$ cat src/rtl/divg_pkg.sv
package divg_pkg;
  // kind of observed write after address decode
  typedef enum logic [1:0] {
    EV_NONE = 2'd0,
    EV_CTRL = 2'd1,
    EV_DIV  = 2'd2
  } ev_kind_e;

  // what the guard does with a decoded event
  typedef enum logic [2:0] {
    ACT_IDLE  = 3'd0,
    ACT_CTRL  = 3'd1,
    ACT_LEGIT = 3'd2,
    ACT_ECHO  = 3'd3,
    ACT_VIOL  = 3'd4
  } act_e;
endpackage

$ cat src/rtl/divg_decode.sv
module divg_decode
  import divg_pkg::*;
#(
  parameter int ADDR_W   = 32,
  parameter int DATA_W   = 32,
  parameter int CTRL_OFS = 'h220,
  parameter int DIV_OFS  = 'h228
) (
  input  logic              clk,
  input  logic              rst,
  input  logic [ADDR_W-1:0] base_addr,
  input  logic              bus_wr,
  input  logic [ADDR_W-1:0] bus_addr,
  input  logic [DATA_W-1:0] bus_data,
  output ev_kind_e          ev_kind,
  output logic [DATA_W-1:0] ev_data
);
  localparam logic [ADDR_W-1:0] CTRL_A = ADDR_W'(CTRL_OFS);
  localparam logic [ADDR_W-1:0] DIV_A  = ADDR_W'(DIV_OFS);

  ev_kind_e kind_d;

  always_comb begin
    kind_d = EV_NONE;
    if (bus_wr) begin
      if (bus_addr == base_addr + CTRL_A)     kind_d = EV_CTRL;
      else if (bus_addr == base_addr + DIV_A) kind_d = EV_DIV;
    end
  end

  always_ff @(posedge clk) begin
    if (rst) begin
      ev_kind <= EV_NONE;
      ev_data <= '0;
    end else begin
      ev_kind <= kind_d;
      ev_data <= bus_data;
    end
  end


  idle_cycle_chk: assert property (@(posedge clk) disable iff (rst)
    !bus_wr |=> ev_kind == EV_NONE);
endmodule

$ cat src/rtl/divg_guard.sv
module divg_guard
  import divg_pkg::*;
#(
  parameter int DIV_W  = 16,
  parameter int ECHO_W = 2
) (
  input  logic             clk,
  input  logic             rst,
  input  ev_kind_e         ev_kind,
  input  logic [DIV_W-1:0] ev_div,
  input  logic             ev_run,
  input  logic             accept,
  output logic             running,
  output logic [DIV_W-1:0] shadow,
  output logic             trig,
  output logic             retract
);
  localparam logic [ECHO_W-1:0] ECHO_MAX = '1;

  logic [ECHO_W-1:0] echo_q;
  act_e act;

  always_comb begin
    act = ACT_IDLE;
    case (ev_kind)
      EV_CTRL: act = ACT_CTRL;
      EV_DIV: begin
        if (echo_q != '0 && ev_div == shadow) act = ACT_ECHO;
        else if (running)                     act = ACT_VIOL;
        else                                  act = ACT_LEGIT;
      end
      default: act = ACT_IDLE;
    endcase
  end

  assign trig    = (act == ACT_VIOL);
  assign retract = (act == ACT_LEGIT);

  always_ff @(posedge clk) begin
    if (rst) begin
      running <= 1'b0;
      shadow  <= '0;
      echo_q  <= '0;
    end else begin
      if (act == ACT_CTRL)  running <= ev_run;
      if (act == ACT_LEGIT) shadow  <= ev_div;
      if (accept && act != ACT_ECHO && echo_q != ECHO_MAX)
        echo_q <= echo_q + 1'b1;
      else if (!accept && act == ACT_ECHO)
        echo_q <= echo_q - 1'b1;
    end
  end


  run_follow_chk: assert property (@(posedge clk) disable iff (rst)
    ev_kind == EV_CTRL |=> running == $past(ev_run));

  shadow_load_chk: assert property (@(posedge clk) disable iff (rst)
    retract |=> shadow == $past(ev_div));

  shadow_keep_chk: assert property (@(posedge clk) disable iff (rst)
    (ev_kind == EV_DIV && running) |=> $stable(shadow));

  viol_running_chk: assert property (@(posedge clk) disable iff (rst)
    trig |-> running && ev_kind == EV_DIV);
endmodule

$ cat src/rtl/divg_request.sv
module divg_request #(
  parameter int ADDR_W = 32,
  parameter int DIV_W  = 16
) (
  input  logic              clk,
  input  logic              rst,
  input  logic              trig,
  input  logic              retract,
  input  logic [DIV_W-1:0]  shadow,
  input  logic [ADDR_W-1:0] div_addr,
  input  logic              rq_ready,
  output logic              rq_valid,
  output logic [ADDR_W-1:0] rq_addr,
  output logic [DIV_W-1:0]  rq_data
);
  logic slot_free;
  assign slot_free = !rq_valid || rq_ready;

  always_ff @(posedge clk) begin
    if (rst) begin
      rq_valid <= 1'b0;
      rq_addr  <= '0;
      rq_data  <= '0;
    end else if (retract) begin
      rq_valid <= 1'b0;
    end else if (trig) begin
      rq_valid <= 1'b1;
      if (slot_free) begin
        rq_addr <= div_addr;
        rq_data <= shadow;
      end
    end else if (rq_valid && rq_ready) begin
      rq_valid <= 1'b0;
    end
  end


  trig_raise_chk: assert property (@(posedge clk) disable iff (rst)
    trig |=> rq_valid);

  hold_stable_chk: assert property (@(posedge clk) disable iff (rst)
    (rq_valid && !rq_ready && !retract) |=> rq_valid && $stable(rq_data) && $stable(rq_addr));

  withdraw_chk: assert property (@(posedge clk) disable iff (rst)
    retract |=> !rq_valid);
endmodule

$ cat src/rtl/divreg_guard.sv
module divreg_guard
  import divg_pkg::*;
#(
  parameter int ADDR_W   = 32,
  parameter int DATA_W   = 32,
  parameter int DIV_W    = 16,
  parameter int CTRL_OFS = 'h220,
  parameter int DIV_OFS  = 'h228,
  parameter int ECHO_W   = 2
) (
  input  logic              clk,
  input  logic              rst,
  input  logic [ADDR_W-1:0] base_addr,
  input  logic              bus_wr,
  input  logic [ADDR_W-1:0] bus_addr,
  input  logic [DATA_W-1:0] bus_data,
  output logic              rq_valid,
  input  logic              rq_ready,
  output logic [ADDR_W-1:0] rq_addr,
  output logic [DIV_W-1:0]  rq_data,
  output logic [3:0]        rq_bytes
);
  localparam logic [ADDR_W-1:0] DIV_A = ADDR_W'(DIV_OFS);

  ev_kind_e          ev_kind;
  logic [DATA_W-1:0] ev_data;
  logic              running;
  logic [DIV_W-1:0]  shadow;
  logic              trig;
  logic              retract;
  logic              accept;

  assign accept   = rq_valid && rq_ready;
  assign rq_bytes = 4'(DIV_W / 8);

  divg_decode #(
    .ADDR_W(ADDR_W), .DATA_W(DATA_W), .CTRL_OFS(CTRL_OFS), .DIV_OFS(DIV_OFS)
  ) u_dec (
    .clk(clk), .rst(rst), .base_addr(base_addr), .bus_wr(bus_wr),
    .bus_addr(bus_addr), .bus_data(bus_data),
    .ev_kind(ev_kind), .ev_data(ev_data)
  );

  divg_guard #(.DIV_W(DIV_W), .ECHO_W(ECHO_W)) u_grd (
    .clk(clk), .rst(rst), .ev_kind(ev_kind), .ev_div(ev_data[DIV_W-1:0]),
    .ev_run(ev_data[0]), .accept(accept), .running(running),
    .shadow(shadow), .trig(trig), .retract(retract)
  );

  divg_request #(.ADDR_W(ADDR_W), .DIV_W(DIV_W)) u_req (
    .clk(clk), .rst(rst), .trig(trig), .retract(retract), .shadow(shadow),
    .div_addr(base_addr + DIV_A), .rq_ready(rq_ready),
    .rq_valid(rq_valid), .rq_addr(rq_addr), .rq_data(rq_data)
  );


  reset_idle_chk: assert property (@(posedge clk) rst |=> !rq_valid && !running);
endmodule

$ cat config.mk
export PLATFORM = sky130hd
export DESIGN_NAME = divreg_guard
export DESIGN_NICKNAME = d
export VERILOG_FILES = /design/src/rtl/divg_pkg.sv /design/src/rtl/divg_decode.sv /design/src/rtl/divg_guard.sv /design/src/rtl/divg_request.sv /design/src/rtl/divreg_guard.sv
export SDC_FILE = /design/constraint.sdc
export NUM_CORES = 1
export LEC_CHECK = 0
export ABC_AREA = 0
export BUFFER_PORTS_ARGS = -buffer_cell sky130_fd_sc_hd__buf_2
export CAP_MARGIN = 20
export CORE_UTILIZATION = 40
export DETAILED_ROUTE_END_ITERATION = 8
export PLACE_DENSITY = 0.64
export SKIP_CTS_REPAIR_TIMING = 1
export SYNTH_ARGS = -nofsm -noshare
export SYNTH_HDL_FRONTEND = slang
export SYNTH_SLANG_ARGS = --single-unit
$ cat constraint.sdc
create_clock -name clk -period 4.6 [get_ports clk]
set_clock_uncertainty 0.1 [all_clocks]
set_input_delay 0.92 -clock clk [delete_from_list [all_inputs] [get_ports clk]]
set_output_delay 0.92 -clock clk [all_outputs]
set_load 0.1 [all_outputs]
==> flow_summary.toml <==
[sta]
fin_crit_ns = 3.292
rsz0062_at_grt = "false"
setup_viol = 0
fmax_ghz = 0.3038
hold_violations = 0
tightest_slew_ns = 0.8335
fin_tns_setup_ns = 0
slew_headroom_pct = 44.43
period_share_pct = 71.56
drv_slew = 0

[synth]
syn_area_per_cell_um2 = 8.651
synthMuxAreaShare_pct = 8.534
synth_xor_xnor_area_share_pct = 18.58
synth_common_cells = "nor2_1 (96), dfxtp_1 (86), xnor2_1 (55)"
synth_top_family_by_area = "simple AND/OR/NAND/NOR gates"
synth_top_area_cell = "dfxtp_1"
mappedNetlistArea_um2 = 5044
synth_adder_area_share_pct = 1.240
yosys.area_share.simple_pct = 24.06
synth.distinct_cells = 56
syn_inst = 583
synthTopCellsByArea = "dfxtp_1 (34%), xnor2_1 (9.6%), xor2_1 (9.0%)"
yosysMostFrequentCell = "nor2_1"
yosysTopAreaCellShare_pct = 34.14
ys_seq_elements = 86
synth_warnings = 0
async_flop_share_pct = 0
yosysSeqAreaShare_pct = 34.14
ys.flop_type = "dfxtp_1"
synth_enable_flop_cells = 0
synth-compound-area-share_pct = 9.452

[global_routing]
antenna_found_initial = 0
grt_max_degree = 85
grt_pass1_vias = 4314
grt_usage_pct = 21.20
grt_overflow = 0
grt_pass1_wl_um = 21400

[route]
antenna_left = 0
drt-met1-wl_um = 6150
drt-total-wl_um = 13370
route.vias.total = 4484
drt_iter0_drc = 242
first_pass_iters = 5
wire_per_inst_um = 15.41
met2_length_um = 6356
avgViaCountPerCell = 5.166
wl_met3_um = 654
top_layer_used = "met4"
drc_errors = 0

[clock_network]
cts_buffer_depth = 2
cts_tree = "built"
cts_root_buf = "clkbuf_16"
cts_num_sinks = 86
cts_buffers = 9
clkTransAtPathRegs_ns = 0.06
clk-insertion-delay-late_ns = 0.34
htreeDepth = 3

[die]
num_rows = 40
die_h_um = 114.3
coreArea_um2 = 12160
ioPinCount = 153
die_w_um = 114.3
start_util_pct = 41.47
dieArea_um2 = 13060

[finish]
final_cells = 868
drive_gt1_share_pct = 23.71
area_growth_pct = 20.62
n_antenna_cell = 0
final_cell_area_um2 = 6083
fin_nets = 800

[power]
powerDensity_nw_per_um2 = 290.2
p_leak_nw = 2.363
peakVddDrop_mv = 0.1436

[placed_design]
hpwl_um = 10310
numPlacedInstances = 852
dpl_cell_area_um2 = 5778
gp_congestion = 0.9062
io_buffers = 132

[critical_path]
start_kind = "input pin"
critPathBufInv = 1
end_kind = "flip-flop"
cpMostUsedCell = "nand4_1"
max_stage_delay_ns = 0.60
crit_fanout = 11
path_depth = 8
crit_family = "simple AND/OR/NAND/NOR gates"
path_cells = "buf_2, nand4_1, nor3_2, and3_1, xor2_1, nand4_1, or4_1, nor4b_2"
worst_path_max_delay_cell = "or4_1"
r2r_cells = 9
arrival_ns = 3.45
required_ns = 4.76
crit_type = "in -> reg"

[worst_hold_path]
hold_path_depth = 2
hp-class = "reg -> reg"

[job]
cap_violations = 0

[run_status]
status = "finished clean"
flip-flops by register name, summed over array words and instances (netlist names):
register,cells
u_req.rq_addr,32
u_req.rq_data,16
u_req.rq_valid,1
u_dec.ev_data,16
u_dec.ev_kind,2
u_grd.running,1
u_grd.shadow,16
u_grd.echo_q,2
power by group:
part | total (mW) | leakage, nW | switching, mW | internal (mW)
logic | 0.256 | 1.52 | 0.156 | 0.0996
registers | 0.757 | 0.697 | 0.00518 | 0.752
clock network | 0.753 | 0.148 | 0.325 | 0.428
total | 1.77 | 2.36 | 0.486 | 1.28
area by class of cell:
type | instances | area [µm²]
Clock buffer | 9 | 225.2
Clock inverter | 7 | 80.08
Fill cell | 1214 | 6078
Inverter | 4 | 15.01
Multi-Input combinational cell | 458 | 3141
Sequential cell | 86 | 1722
Tap cell | 168 | 210.2
Timing Repair Buffer | 136 | 690.7
tightest hold or removal path, delay by kind of cell, from the launching register on:
family / cells / cell delay [ns]
flops: 1 / 0.32
simple gates: 1 / 0.07
mux: 1 / 0.06
stage by stage:
stage | hold WS, ns | utilization, % | worst slack (ns) | total power [mW]
3_3_place_gp | 0.3669 | 47.51 | 1.045 | 1.024
3_5_place_dp | 0.3756 | 47.51 | 0.9990 | 1.027
5_1_grt | 0.4138 | 50.02 | 1.132 | 1.839
4_1_cts | 0.3942 | 50.02 | 1.357 | 1.781
6_report | 0.3892 | 50.02 | 1.308 | 1.765
2_1_floorplan | 0.3841 | - | 1.300 | 0.9467
placed cells by master (no fill, tap or decap), types with 6 or more instances in the layout:
cell type	instances
nand3_1	13
dfxtp_1	86
nand2_1	30
or3_1	7
clkbuf_16	9
mux2i_1	43
a211oi_1	26
nor3_1	15
nand4_1	13
xnor2_1	55
nor2b_1	20
a21oi_1	6
xor2_1	52
buf_2	132
nor4_1	7
a31oi_1	7
nor2_1	96
per-layer routing:
metal	track usage, %	vias to the layer above
met2	34.99	124
met3	3.970	15
met4	6.840	0
li1	-	2233
met5	0	-
met1	27.91	2112
final timing paths:
check | startpoint | slack (ns) | to
worst max register to register | u_dec.ev_kind[0]$_SDFF_PP0_ | 1.90 | u_grd.shadow[14]$_SDFFE_PP0N_
worst max-delay path | base_addr[13] | 1.31 | u_dec.ev_kind[1]$_SDFF_PP0_
worst min register to register | u_req.rq_data[10]$_SDFFE_PP0P_ | 0.39 | u_req.rq_data[10]$_SDFFE_PP0P_
worst min-delay path | u_req.rq_data[10]$_SDFFE_PP0P_ | 0.39 | u_req.rq_data[10]$_SDFFE_PP0P_
kinds of logic (layout without fill, tap and decap cells):
| group | Yosys count | count (layout) |
|---|---|---|
| AND/OR/NAND/NOR | 235 | 235 |
| XOR/XNOR | 107 | 107 |
| flip-flops | 86 | 86 |
| AO/OA/AOI/OAI | 64 | 64 |
| multiplexers | 43 | 43 |
| buffers and inverters | 41 | 156 |
| adder cells (fa/ha/maj) | 5 | 5 |
| other | 2 | 4 |
No activity file was read; power rests on OpenSTA's default activity.
